`config.mk`:
```
export PLATFORM = sky130hd
export DESIGN_NAME = spi_regblk
export DESIGN_NICKNAME = d
export VERILOG_FILES = /design/src/rtl/spi_regblk_pkg.sv /design/src/rtl/spi_regblk_dec.sv /design/src/rtl/spi_regblk_flags.sv /design/src/rtl/spi_regblk_rdport.sv /design/src/rtl/spi_regblk.sv
export SDC_FILE = /design/constraint.sdc
export NUM_CORES = 1
export LEC_CHECK = 0
export BUFFER_PORTS_ARGS = -buffer_cell sky130_fd_sc_hd__buf_2
export CAP_MARGIN = 30
export CELL_PAD_IN_SITES_DETAIL_PLACEMENT = 2
export CELL_PAD_IN_SITES_GLOBAL_PLACEMENT = 2
export CORE_UTILIZATION = 30
export CTS_CLUSTER_SIZE = 40
export DETAILED_ROUTE_END_ITERATION = 16
export GPL_TIMING_DRIVEN = 0
export PLACE_DENSITY = 0.69
export SYNTH_ARGS = -nofsm -noshare
export SYNTH_HDL_FRONTEND = slang
export SYNTH_SLANG_ARGS = --single-unit
```
`constraint.sdc`:
```
create_clock -name clk -period 1.8 [get_ports clk]
set_clock_uncertainty 0.05 [all_clocks]
set_input_delay 0.36 -clock clk [delete_from_list [all_inputs] [get_ports clk]]
set_output_delay 0.36 -clock clk [all_outputs]
set_load 0.02 [all_outputs]
```
`src/rtl/spi_regblk_pkg.sv`:
```
package spi_regblk_pkg;

    // register index within the decoded select vector
    localparam int IX_CTRL  = 0;
    localparam int IX_MODE  = 1;
    localparam int IX_RXD   = 2;
    localparam int IX_TXD   = 3;
    localparam int IX_STAT  = 4;
    localparam int IX_IEN   = 5;
    localparam int IX_IDIS  = 6;
    localparam int IX_IMASK = 7;
    localparam int IX_CS0   = 8;

    localparam int CS_BASE_OFF = 'h30;
    localparam int CS_STRIDE   = 4;

    function automatic int reg_offset(input int ix);
        if (ix >= IX_CS0) return CS_BASE_OFF + CS_STRIDE * (ix - IX_CS0);
        return 4 * ix;
    endfunction

    typedef enum logic [0:0] {
        RD_IDLE = 1'b0,
        RD_RESP = 1'b1
    } rd_state_e;

endpackage

```
`src/rtl/spi_regblk_dec.sv`:
```
module spi_regblk_dec
    import spi_regblk_pkg::*;
#(
    parameter int ADDR_W = 32,
    parameter int WIN_W  = 14,
    parameter int NUM_CS = 4,
    localparam int REG_N = IX_CS0 + NUM_CS
) (
    input  logic [ADDR_W-1:0] addr,
    output logic [REG_N-1:0]  sel
);
    logic [WIN_W-1:0] win_off;
    assign win_off = addr[WIN_W-1:0];

    for (genvar g = 0; g < REG_N; g++) begin : g_sel
        assign sel[g] = (win_off == WIN_W'(reg_offset(g)));
    end
endmodule

```
`src/rtl/spi_regblk_flags.sv`:
```
module spi_regblk_flags #(
    parameter int DATA_W    = 32,
    parameter int NUM_FLAGS = 4,
    parameter int FLAG_LSB  = 4,
    parameter int EN_BIT    = 16
) (
    input  logic                 clk,
    input  logic                 rst_n,
    input  logic [NUM_FLAGS-1:0] flag_set,
    input  logic [NUM_FLAGS-1:0] flag_clr,
    input  logic                 en_on,
    input  logic                 en_off,
    output logic [DATA_W-1:0]    status
);
    logic [NUM_FLAGS-1:0] flg_q;
    logic                 en_q;

    for (genvar g = 0; g < NUM_FLAGS; g++) begin : g_flag
        always_ff @(posedge clk or negedge rst_n) begin
            if (!rst_n)           flg_q[g] <= 1'b1;
            else if (flag_set[g]) flg_q[g] <= 1'b1;
            else if (flag_clr[g]) flg_q[g] <= 1'b0;
        end

        p_set_wins_r5: assert property (@(posedge clk) disable iff (!rst_n)
            flag_set[g] |=> flg_q[g]);
        p_clr_only_r5: assert property (@(posedge clk) disable iff (!rst_n)
            (flag_clr[g] && !flag_set[g]) |=> !flg_q[g]);
    end

    always_ff @(posedge clk or negedge rst_n) begin
        if (!rst_n)      en_q <= 1'b0;
        else if (en_off) en_q <= 1'b0;
        else if (en_on)  en_q <= 1'b1;
    end

    always_comb begin
        status = '0;
        status[FLAG_LSB +: NUM_FLAGS] = flg_q;
        status[EN_BIT] = en_q;
    end

    p_en_on_r2: assert property (@(posedge clk) disable iff (!rst_n)
        (en_on && !en_off) |=> status[EN_BIT]);
    p_en_off_r2: assert property (@(posedge clk) disable iff (!rst_n)
        en_off |=> !status[EN_BIT]);
endmodule

```
`src/rtl/spi_regblk_rdport.sv`:
```
module spi_regblk_rdport
    import spi_regblk_pkg::*;
#(
    parameter int DATA_W = 32
) (
    input  logic              clk,
    input  logic              rst_n,
    input  logic              rd_req,
    input  logic [DATA_W-1:0] rd_word,
    output logic [DATA_W-1:0] rd_data,
    output logic              rd_valid
);
    rd_state_e state_q, state_d;

    always_comb begin
        unique case (state_q)
            RD_IDLE: state_d = rd_req ? RD_RESP : RD_IDLE;
            RD_RESP: state_d = rd_req ? RD_RESP : RD_IDLE;
            default: state_d = RD_IDLE;
        endcase
    end

    always_ff @(posedge clk or negedge rst_n) begin
        if (!rst_n) state_q <= RD_IDLE;
        else        state_q <= state_d;
    end

    always_ff @(posedge clk or negedge rst_n) begin
        if (!rst_n)      rd_data <= '0;
        else if (rd_req) rd_data <= rd_word;
    end

    assign rd_valid = (state_q == RD_RESP);

    p_rd_latency_r7: assert property (@(posedge clk) disable iff (!rst_n)
        rd_req |=> rd_valid);
    p_rd_single_r7: assert property (@(posedge clk) disable iff (!rst_n)
        !rd_req |=> !rd_valid);
endmodule

```
`src/rtl/spi_regblk.sv`:
```
module spi_regblk
    import spi_regblk_pkg::*;
#(
    parameter int ADDR_W    = 32,
    parameter int DATA_W    = 32,
    parameter int WIN_W     = 14,
    parameter int NUM_CS    = 4,
    parameter int NUM_FLAGS = 4,
    parameter int FLAG_LSB  = 4,
    parameter int EN_BIT    = 16,
    parameter int BPT_W     = 5,
    parameter int BPT_BASE  = 8,
    parameter int BPT_LSB   = 4
) (
    input  logic                    clk,
    input  logic                    rst_n,
    input  logic [ADDR_W-1:0]       bus_addr,
    input  logic                    bus_wr,
    input  logic                    bus_rd,
    input  logic [DATA_W-1:0]       bus_wdata,
    output logic [DATA_W-1:0]       rd_data,
    output logic                    rd_valid,
    input  logic [NUM_FLAGS-1:0]    flag_set,
    input  logic [NUM_FLAGS-1:0]    flag_clr,
    input  logic                    rx_load,
    input  logic [DATA_W-1:0]       rx_word,
    output logic [DATA_W-1:0]       tx_word,
    output logic [NUM_CS*BPT_W-1:0] cs_bpt,
    output logic                    irq
);
    localparam int REG_N     = IX_CS0 + NUM_CS;
    localparam int BPT_FLD_W = BPT_W - 1;

    logic [REG_N-1:0]  sel, wr_sel;
    logic [DATA_W-1:0] status, mode_q, rxd_q, txd_q, mask_q, rd_word;
    logic [DATA_W-1:0] csr_q [NUM_CS];

    spi_regblk_dec #(.ADDR_W(ADDR_W), .WIN_W(WIN_W), .NUM_CS(NUM_CS)) u_dec (
        .addr (bus_addr),
        .sel  (sel)
    );

    assign wr_sel = bus_wr ? sel : '0;

    spi_regblk_flags #(
        .DATA_W(DATA_W), .NUM_FLAGS(NUM_FLAGS), .FLAG_LSB(FLAG_LSB), .EN_BIT(EN_BIT)
    ) u_flags (
        .clk      (clk),
        .rst_n    (rst_n),
        .flag_set (flag_set),
        .flag_clr (flag_clr),
        .en_on    (wr_sel[IX_CTRL] & bus_wdata[0]),
        .en_off   (wr_sel[IX_CTRL] & bus_wdata[1]),
        .status   (status)
    );

    always_ff @(posedge clk or negedge rst_n) begin
        if (!rst_n) begin
            mode_q <= '0;
            rxd_q  <= '0;
            txd_q  <= '0;
            mask_q <= '0;
        end else begin
            if (wr_sel[IX_MODE]) mode_q <= bus_wdata;
            if (wr_sel[IX_TXD])  txd_q  <= bus_wdata;
            if (rx_load)         rxd_q  <= rx_word;
            if (wr_sel[IX_IEN])       mask_q <= mask_q | bus_wdata;
            else if (wr_sel[IX_IDIS]) mask_q <= mask_q & ~bus_wdata;
        end
    end

    for (genvar g = 0; g < NUM_CS; g++) begin : g_cs
        always_ff @(posedge clk or negedge rst_n) begin
            if (!rst_n)                csr_q[g] <= '0;
            else if (wr_sel[IX_CS0+g]) csr_q[g] <= bus_wdata;
        end
        assign cs_bpt[g*BPT_W +: BPT_W] =
            BPT_W'(BPT_BASE) + BPT_W'(csr_q[g][BPT_LSB +: BPT_FLD_W]);
    end

    always_comb begin
        rd_word = '0;
        if (sel[IX_MODE])  rd_word = mode_q;
        if (sel[IX_RXD])   rd_word = rxd_q;
        if (sel[IX_STAT])  rd_word = status;
        if (sel[IX_IMASK]) rd_word = mask_q;
        for (int i = 0; i < NUM_CS; i++) begin
            if (sel[IX_CS0+i]) rd_word = csr_q[i];
        end
    end

    spi_regblk_rdport #(.DATA_W(DATA_W)) u_rd (
        .clk      (clk),
        .rst_n    (rst_n),
        .rd_req   (bus_rd),
        .rd_word  (rd_word),
        .rd_data  (rd_data),
        .rd_valid (rd_valid)
    );

    assign tx_word = txd_q;
    assign irq     = |(status & mask_q);

    p_ien_or_r3: assert property (@(posedge clk) disable iff (!rst_n)
        wr_sel[IX_IEN] |=> ((mask_q & $past(bus_wdata)) == $past(bus_wdata)));
    p_idis_clr_r3: assert property (@(posedge clk) disable iff (!rst_n)
        wr_sel[IX_IDIS] |=> ((mask_q & $past(bus_wdata)) == '0));
    p_mask_hold_r8: assert property (@(posedge clk) disable iff (!rst_n)
        !(wr_sel[IX_IEN] || wr_sel[IX_IDIS]) |=> $stable(mask_q));
endmodule

```
==> metrics.md, run 1 <==
| Metric | Value |
|---|---|
| Outcome | `complete, but fails checks` |
| Violated checks | `negative hold slack, negative setup slack` |
| Die Footprint | `45600 um2` |
| Synth warn | `0` |
| Detailed-routing iteration count for the pre-antenna-repair pass | `4` |
| Number of antenna violations at the first check in global routing | `0` |
| Worst-case setup margin in the final layout | `-0.353 ns` |
| Number of global-route vias before repair | `11663` |
| Cell area after layout | `18600 um2` |
| Largest net degree at the start of global routing | `113` |
| Path class of the lowest-slack min-delay path | `input pin to async pin` |
| Final Util | `42.1%` |
| Clock Pin Slew Worst Setup and Hold Paths | `0.06 ns` |
| Final count of negative-setup-slack endpoints | `141` |
| Avg Cell Area, Syn | `12.2 um2` |
| Total placed instance area | `15800 um2` |
| Pins Over Slew Limit | `0` |
| Count of routing violations after the opening detailed-route iteration | `542` |
| Critical Path End Type | `output pin` |
| Count of filler cells inserted in the layout | `4406` |
| Synth Register Bits | `294` |
| Number of buffers added by the clock tree synthesis step | `37` |
| Worst skew pair latency | `0.56 ns` |
| Share of the synthesized area in the top cell type | `54.0%` |
| Largest driver fanout on the critical path | `2` |
| Area growth from synthesis to layout | `38.5%` |
| Yosys cell types | `52` |
| Clock period minus final worst setup slack | `2.15 ns` |
| Count of hold buffers inserted by post-cts repair | `35` |
| Number of vias per cell | `5.32` |
| Library cell occupying the most area in the post-synthesis netlist | `sky130_fd_sc_hd__dfrtp_1` |
| Leading cell type in the layout, fill and taps excluded | `sky130_fd_sc_hd__dfrtp_1` |
| WHS | `-0.195 ns` |
| Worst Path Class, Setup | `flop to output pin` |
| Worst IR drop on VDD | `0.512 mV` |
| Buffer levels on the longest clock path | `3` |
| Root buffer selected by CTS | `sky130_fd_sc_hd__clkbuf_16` |
| Actual slew at the worst max-slew pin | `0.935 ns` |
| Global-route met1 utilization | `31.5%` |
| Post-route fraction of the period consumed by the critical path | `120%` |
| Proportion of layout cells with a drive suffix above 1 | `50.1%` |
| Static power due to leakage | `8.94 nW` |
| Maximum capacitance violations | `0` |
| CTS sink cnt | `294` |
| Largest delay share family, worst path | `compound AO/OA/AOI/OAI gates` |
| Number of nets in the finished design | `1512` |
| Global-route congestion overflow total | `0` |
| Delay of the slowest critical-path stage | `0.48 ns` |
| Placer's final routability congestion estimate | `0.808` |
| Most frequent cells in the layout | `sky130_fd_sc_hd__dfrtp_1, sky130_fd_sc_hd__buf_2, sky130_fd_sc_hd__mux2_2` |
| Critical path, cell by cell | `a222oi_1 -> nand2_1 -> buf_2` |
| Number of I/O pins | `195` |
| First-pass GRT wire length | `78800 um` |
| Cell area after technology mapping | `13400 um2` |
| DR DRC count | `0` |
| Critical-path top delay cell | `sky130_fd_sc_hd__a222oi_1` |
| Die Span X | `214 um` |
| I/O Buffers | `173` |
| Met3 Usage GRT | `4.31%` |
| Initial core utilization | `30.4%` |
| Height of the die | `214 um` |
| DRT Wirelength | `56800 um` |
| Setup repair after global routing missed its margin | `true` |
| Number of hold violations in the final report | `94` |
| Standard-cell row count | `77` |
| Footprint of the multi-input gates | `6300 um2` |
| TritonCTS clock tree | `done` |
| Diode insertion count for antenna repair | `0` |
| Total nets after synthesis | `1209` |
| Sequential-to-total area share from yosys stat | `54.8%` |
| Global-route track usage on met2 | `39.2%` |
| Async set-or-reset flop fraction in the synthesized netlist | `100%` |
| HPWL Detailed | `34400 um` |
| Total global routing track utilization | `23.8%` |
| Primary FF master, synth | `sky130_fd_sc_hd__dfrtp_1` |
| Total number of vias | `10760` |
| Global-route layer with the greatest usage | `met2` |
| Worst EP arrival | `1.74 ns` |
| Maximum operating frequency | `464 MHz` |
| Routed length per placed instance | `28.1 um` |
| Worst Path Buf+Inv | `1` |
| Number of instances in the synthesized netlist | `1100` |
| Power per cell area | `858 nW/um2` |
| Post-DRT Antenna Nets | `0` |
| Placeable core area | `44200 um2` |
| Required @ worst endpoint | `1.39 ns` |
| H-tree depth | `2` |
| Startpoint type of the worst setup path | `flop` |
| Count of flip-flops with a built-in enable after synthesis | `0` |
| Cell types occupying the most area after synthesis | `sky130_fd_sc_hd__dfrtp_1, sky130_fd_sc_hd__mux2_2, sky130_fd_sc_hd__mux2_1, sky130_fd_sc_hd__nand2_1, sky130_fd_sc_hd__a221oi_1` |
| Slew margin rel. | `37.7%` |
| Register Area | `7360 um2` |
repair_timing:
item,CTS,global route
buffers inserted,28,16
endpoints found under the setup margin,249,211
gates cloned,4,8
pin swaps,12,19
endpoints found under the hold margin,129,94
resized for setup,113,79
Yosys cell counts (6+ instances only):
cell type                    n
sky130_fd_sc_hd__dfrtp_1   290
sky130_fd_sc_hd__buf_4      28
sky130_fd_sc_hd__a21oi_1    44
sky130_fd_sc_hd__mux2_1     59
sky130_fd_sc_hd__clkbuf_1   50
sky130_fd_sc_hd__o21ai_0    36
sky130_fd_sc_hd__inv_1      10
sky130_fd_sc_hd__nor2_1     63
sky130_fd_sc_hd__buf_2      15
sky130_fd_sc_hd__a211oi_1   28
sky130_fd_sc_hd__a31oi_1     8
sky130_fd_sc_hd__mux2_2    196
sky130_fd_sc_hd__nand3b_1    6
sky130_fd_sc_hd__o21bai_1   18
sky130_fd_sc_hd__o21a_1     20
sky130_fd_sc_hd__nand2b_1   11
sky130_fd_sc_hd__nand2_1    74
sky130_fd_sc_hd__a22oi_1    30
sky130_fd_sc_hd__a21o_1      6
sky130_fd_sc_hd__a221oi_1   28
sky130_fd_sc_hd__nor2b_1     9
sky130_fd_sc_hd__o21ai_1    10
kinds of logic (layout without fill, tap and decap cells):
family | count (synthesis) | count (layout) | share of synthesized area, %
buffers and inverters | 108 | 438 | 3.95
and+or+nand+nor | 194 | 194 | 7.29
muxes | 255 | 255 | 21.4
AOI/OAI and AO/OA | 249 | 249 | 12.6
DFF | 294 | 294 | 54.8
layer usage:
layer  routed length (um)  vias up  share of wire [%]
met2                27500      269                 49
met3                 2480      114                4.4
met4                 1970        0                3.5
met1                24800     5775                 44
li1                     -     4602                  -
met5                    0        -                  0
worst reg2reg max path: cells and delay by family (launching register included):
family | cells | cell delay (ns)
buf+inv | 1 | 0.16
flops | 1 | 0.42
compound gates | 4 | 0.81
simple gates | 1 | 0.48
through the flow:
step | TNS [ns] | total power [mW] | instances | setup WS [ns]
after global routing | -12.34 | 16.4 | 2022 | -0.391
after detailed placement | -242.86 | 8.04 | 1868 | -1.46
after CTS | -1.58 | 16.1 | 1997 | -0.344
final | -9.18 | 16.0 | 2022 | -0.353
after global placement | -1884.53 | 8.00 | 1865 | -5.76
after floorplan | -50.79 | 7.36 | 1100 | -0.361
final timing paths:
| kind | startpoint | to | slack [ns] | cells after the start |
|---|---|---|---|---|
| setup / recovery | u_flags.en_q$_DFFE_PN0P_ | irq | -0.35 | 3 |
| hold / removal | rst_n | rxd_q[26]$_DFFE_PN0P_ | -0.20 | 1 |
| setup reg to reg | u_flags.en_q$_DFFE_PN0P_ | u_rd.rd_data[16]$_DFFE_PN0P_ | -0.18 | 6 |
| hold reg to reg | csr_q[108]$_DFFE_PN0P_ | csr_q[108]$_DFFE_PN0P_ | 0.45 | 1 |
| max in group asynchronous | rst_n | mode_q[6]$_DFFE_PN0P_ | 0.30 | 3 |
| min in group clk | rx_word[16] | rxd_q[16]$_DFFE_PN0P_ | 0.02 | 2 |
area by class of cell:
type | instances | share of cell area (%)
Multi-Input combinational cell | 698 | 33.9
Clock buffer | 53 | 5.84
Clock inverter | 13 | 0.948
Inverter | 10 | 0.202
Buffer | 93 | 4.49
Tap cell | 592 | 3.98
Sequential cell | 294 | 39.6
Timing Repair Buffer | 269 | 11.1
report_power, final:
| group | leakage, nW | internal [mW] | switching [mW] | total (mW) |
|---|---|---|---|---|
| logic | 4.35 | 0.425 | 0.772 | 1.20 |
| registers | 3.97 | 6.75 | 0.112 | 6.86 |
| clock network | 0.629 | 4.78 | 3.13 | 7.91 |
Note: power is estimated with default switching activity, not from simulation.
==> run 2, diff against run 1 <==
CORE_UTILIZATION = 39   (was 30)
PLACE_DENSITY = 0.85   (was 0.69)
==> run 2 against run 1 <==
Effect of this change:
- the run still ends with negative hold slack, negative setup slack left
- global-route usage increased by 13 points
- critical path depth increased by 5
- wire length up 33%
- utilization up 13 points
- sequential share of layout area about the same
- critical path type is now input pin to flop
- largest cell class unchanged
- largest power group unchanged
- highest routed layer is now met5
==> metrics.md, run 2 (synthesis results as in run 1) <==
| Metric | Value |
|---|---|
| Outcome | `complete, but fails checks` |
| Violated checks | `negative hold slack, negative setup slack` |
| WHS | `-0.250 ns (-0.0544 ns)` |
| Number of nets in the finished design | `1487 (-1.7%)` |
| Clock period minus final worst setup slack | `2.17 ns (+0.0144 ns)` |
| Area growth from synthesis to layout | `38.5% (about the same)` |
| Maximum capacitance violations | `0 (unchanged)` |
| DRT Wirelength | `75700 um (+33%)` |
| Setup repair after global routing missed its margin | `true` |
| Critical Path End Type | `flop` |
| Placeable core area | `33700 um2 (-24%)` |
| First-pass GRT wire length | `94700 um (+20%)` |
| Clock Pin Slew Worst Setup and Hold Paths | `0.08 ns (+0.02 ns)` |
| Worst IR drop on VDD | `0.769 mV (+50%)` |
| Detailed-routing iteration count for the pre-antenna-repair pass | `5 (+1)` |
| Startpoint type of the worst setup path | `input pin` |
| Final Util | `55.2% (+13 points)` |
| Static power due to leakage | `8.94 nW (about the same)` |
| Root buffer selected by CTS | `sky130_fd_sc_hd__clkbuf_16` |
| Worst Path Class, Setup | `input pin to flop` |
| Total number of vias | `12337 (+15%)` |
| Leading cell type in the layout, fill and taps excluded | `sky130_fd_sc_hd__dfrtp_1` |
| Post-DRT Antenna Nets | `0 (unchanged)` |
| Routed length per placed instance | `40.9 um (+46%)` |
| Proportion of layout cells with a drive suffix above 1 | `54.5% (+4.4 points)` |
| Post-route fraction of the period consumed by the critical path | `120% (+0.80 points)` |
| Pins Over Slew Limit | `0 (unchanged)` |
| Total power draw | `15.7 mW (-1.9%)` |
| Number of vias per cell | `6.67 (+25%)` |
| Setup TNS | `-21.28 ns (-12.10 ns)` |
| Number of buffers added by the clock tree synthesis step | `35 (-5.4%)` |
| Buffer levels on the longest clock path | `3 (unchanged)` |
| Worst skew pair latency | `0.57 ns (about the same)` |
| Count of routing violations after the opening detailed-route iteration | `1076 (+99%)` |
| Worst EP arrival | `2.58 ns (+0.84 ns)` |
| Height of the die | `188 um (-12%)` |
| Largest driver fanout on the critical path | `10 (+8)` |
| Die Footprint | `35200 um2 (-23%)` |
| DR DRC count | `0 (unchanged)` |
| Largest net degree at the start of global routing | `115 (+1.8%)` |
| Maximum operating frequency | `461 MHz (-0.66%)` |
| CTS sink cnt | `294 (unchanged)` |
| Number of global-route vias before repair | `13111 (+12%)` |
| Standard-cell row count | `67 (-13%)` |
| Number of antenna violations at the first check in global routing | `4 (+4)` |
| I/O Buffers | `173 (unchanged)` |
| H-tree depth | `2 (unchanged)` |
| Slew margin rel. | `24.2% (-13 points)` |
| Placer's final routability congestion estimate | `0.873 (+8.1%)` |
| Number of hold violations in the final report | `84 (-11%)` |
| Total global routing track utilization | `36.9% (+13 points)` |
| Final count of negative-setup-slack endpoints | `190 (+35%)` |
| Path class of the lowest-slack min-delay path | `input pin to async pin` |
| Global-route congestion overflow total | `0 (unchanged)` |
| Number of I/O pins | `195 (unchanged)` |
| Most frequent cells in the layout | `sky130_fd_sc_hd__dfrtp_1, sky130_fd_sc_hd__buf_2, sky130_fd_sc_hd__mux2_2` |
| Die Span X | `188 um (-12%)` |
| Worst-case setup margin in the final layout | `-0.368 ns (-0.0144 ns)` |
| TritonCTS clock tree | `done` |
| Power per cell area | `843 nW/um2 (-1.8%)` |
| Actual slew at the worst max-slew pin | `1.14 ns (+0.202 ns)` |
| Required @ worst endpoint | `2.21 ns (+0.82 ns)` |
| Initial core utilization | `39.9% (+9.5 points)` |
| HPWL Detailed | `33500 um (-2.4%)` |
| Count of hold buffers inserted by post-cts repair | `5 (-86%)` |
-- run 2: cell types whose count changed in the layout (fill, tap and decap cells not counted), moves of 7 or more --
cell / before / now
sky130_fd_sc_hd__o21bai_1: 18 / 10
sky130_fd_sc_hd__a221oi_1: 10 / 2
sky130_fd_sc_hd__buf_12: 18 / 26
sky130_fd_sc_hd__a211oi_1: 24 / 17
sky130_fd_sc_hd__dlygate4sd3_1: 35 / 5
sky130_fd_sc_hd__o21bai_4: 0 / 7
-- run 2: area by class of cell --
cell class                 count  area [um2]
inverter                      10        37.5
tap                          448         561
clock buffer                  52        1020
fill                        3091       15100
multi-input combinational    698        6690
sequential                   294        7360
clock inverter                 8        82.6
antenna                        1        2.50
buffer                        91         926
timing repair buffer         248        1920
-- run 2: repair_timing --
action,4_1_cts,5_1_grt
gates cloned,7,8
setup buffers,37,17
setup endpoints to repair,255,249
pin swaps,28,37
hold endpoints to repair,89,84
resized for setup,155,162
-- run 2: critical path, cell delays in order --
cell                       delay (ns)
sky130_fd_sc_hd__clkbuf_2        0.23
sky130_fd_sc_hd__buf_2           0.32
sky130_fd_sc_hd__clkbuf_4        0.30
sky130_fd_sc_hd__clkbuf_4        0.32
sky130_fd_sc_hd__nand2_1         0.17
sky130_fd_sc_hd__a21oi_1         0.40
sky130_fd_sc_hd__o21ai_1         0.26
sky130_fd_sc_hd__o21ai_2         0.21
-- run 2: per-layer routing --
metal,vias to the layer above,global-route usage (%),wire (um)
li1,4546,-,-
met5,-,0,25
met1,6386,43.9,27700
met3,400,7.06,6970
met4,4,22.9,5830
met2,1001,61.8,35100
-- run 2: stage by stage --
step | setup slack, ns | area, um2 | cells
after floorplan | -0.361 | 14100 | 1100
after global placement | -5.45 | 15500 | 1721
after detailed placement | -1.37 | 15600 | 1724
after CTS | -0.240 | 17700 | 1829
after global routing | -0.347 | 18600 | 1850
final | -0.368 | 18600 | 1850
-- run 2: final timing paths --
| path | depth (start not counted) | end | slack [ns] | startpoint |
|---|---|---|---|---|
| min reg2reg | 1 | tx_word[30]$_DFFE_PN0P_ | 0.45 | tx_word[30]$_DFFE_PN0P_ |
| min | 1 | csr_q[62]$_DFFE_PN0P_ | -0.25 | rst_n |
| max in group asynchronous | 3 | u_rd.rd_data[9]$_DFFE_PN0P_ | 0.37 | rst_n |
| max reg2reg | 5 | u_rd.rd_data[5]$_DFFE_PN0P_ | -0.30 | u_flags.status[5]$_DFFE_PN1P_ |
| max | 8 | u_rd.rd_data[13]$_DFFE_PN0P_ | -0.37 | bus_addr[2] |
| min in group clk | 2 | rxd_q[8]$_DFFE_PN0P_ | 0 | rx_word[8] |
-- run 2: power breakdown --
| group | switching, mW | internal [mW] |
|---|---|---|
| Clock | 3.36 | 4.09 |
| Combinational | 0.913 | 0.412 |
| Sequential | 0.151 | 6.74 |
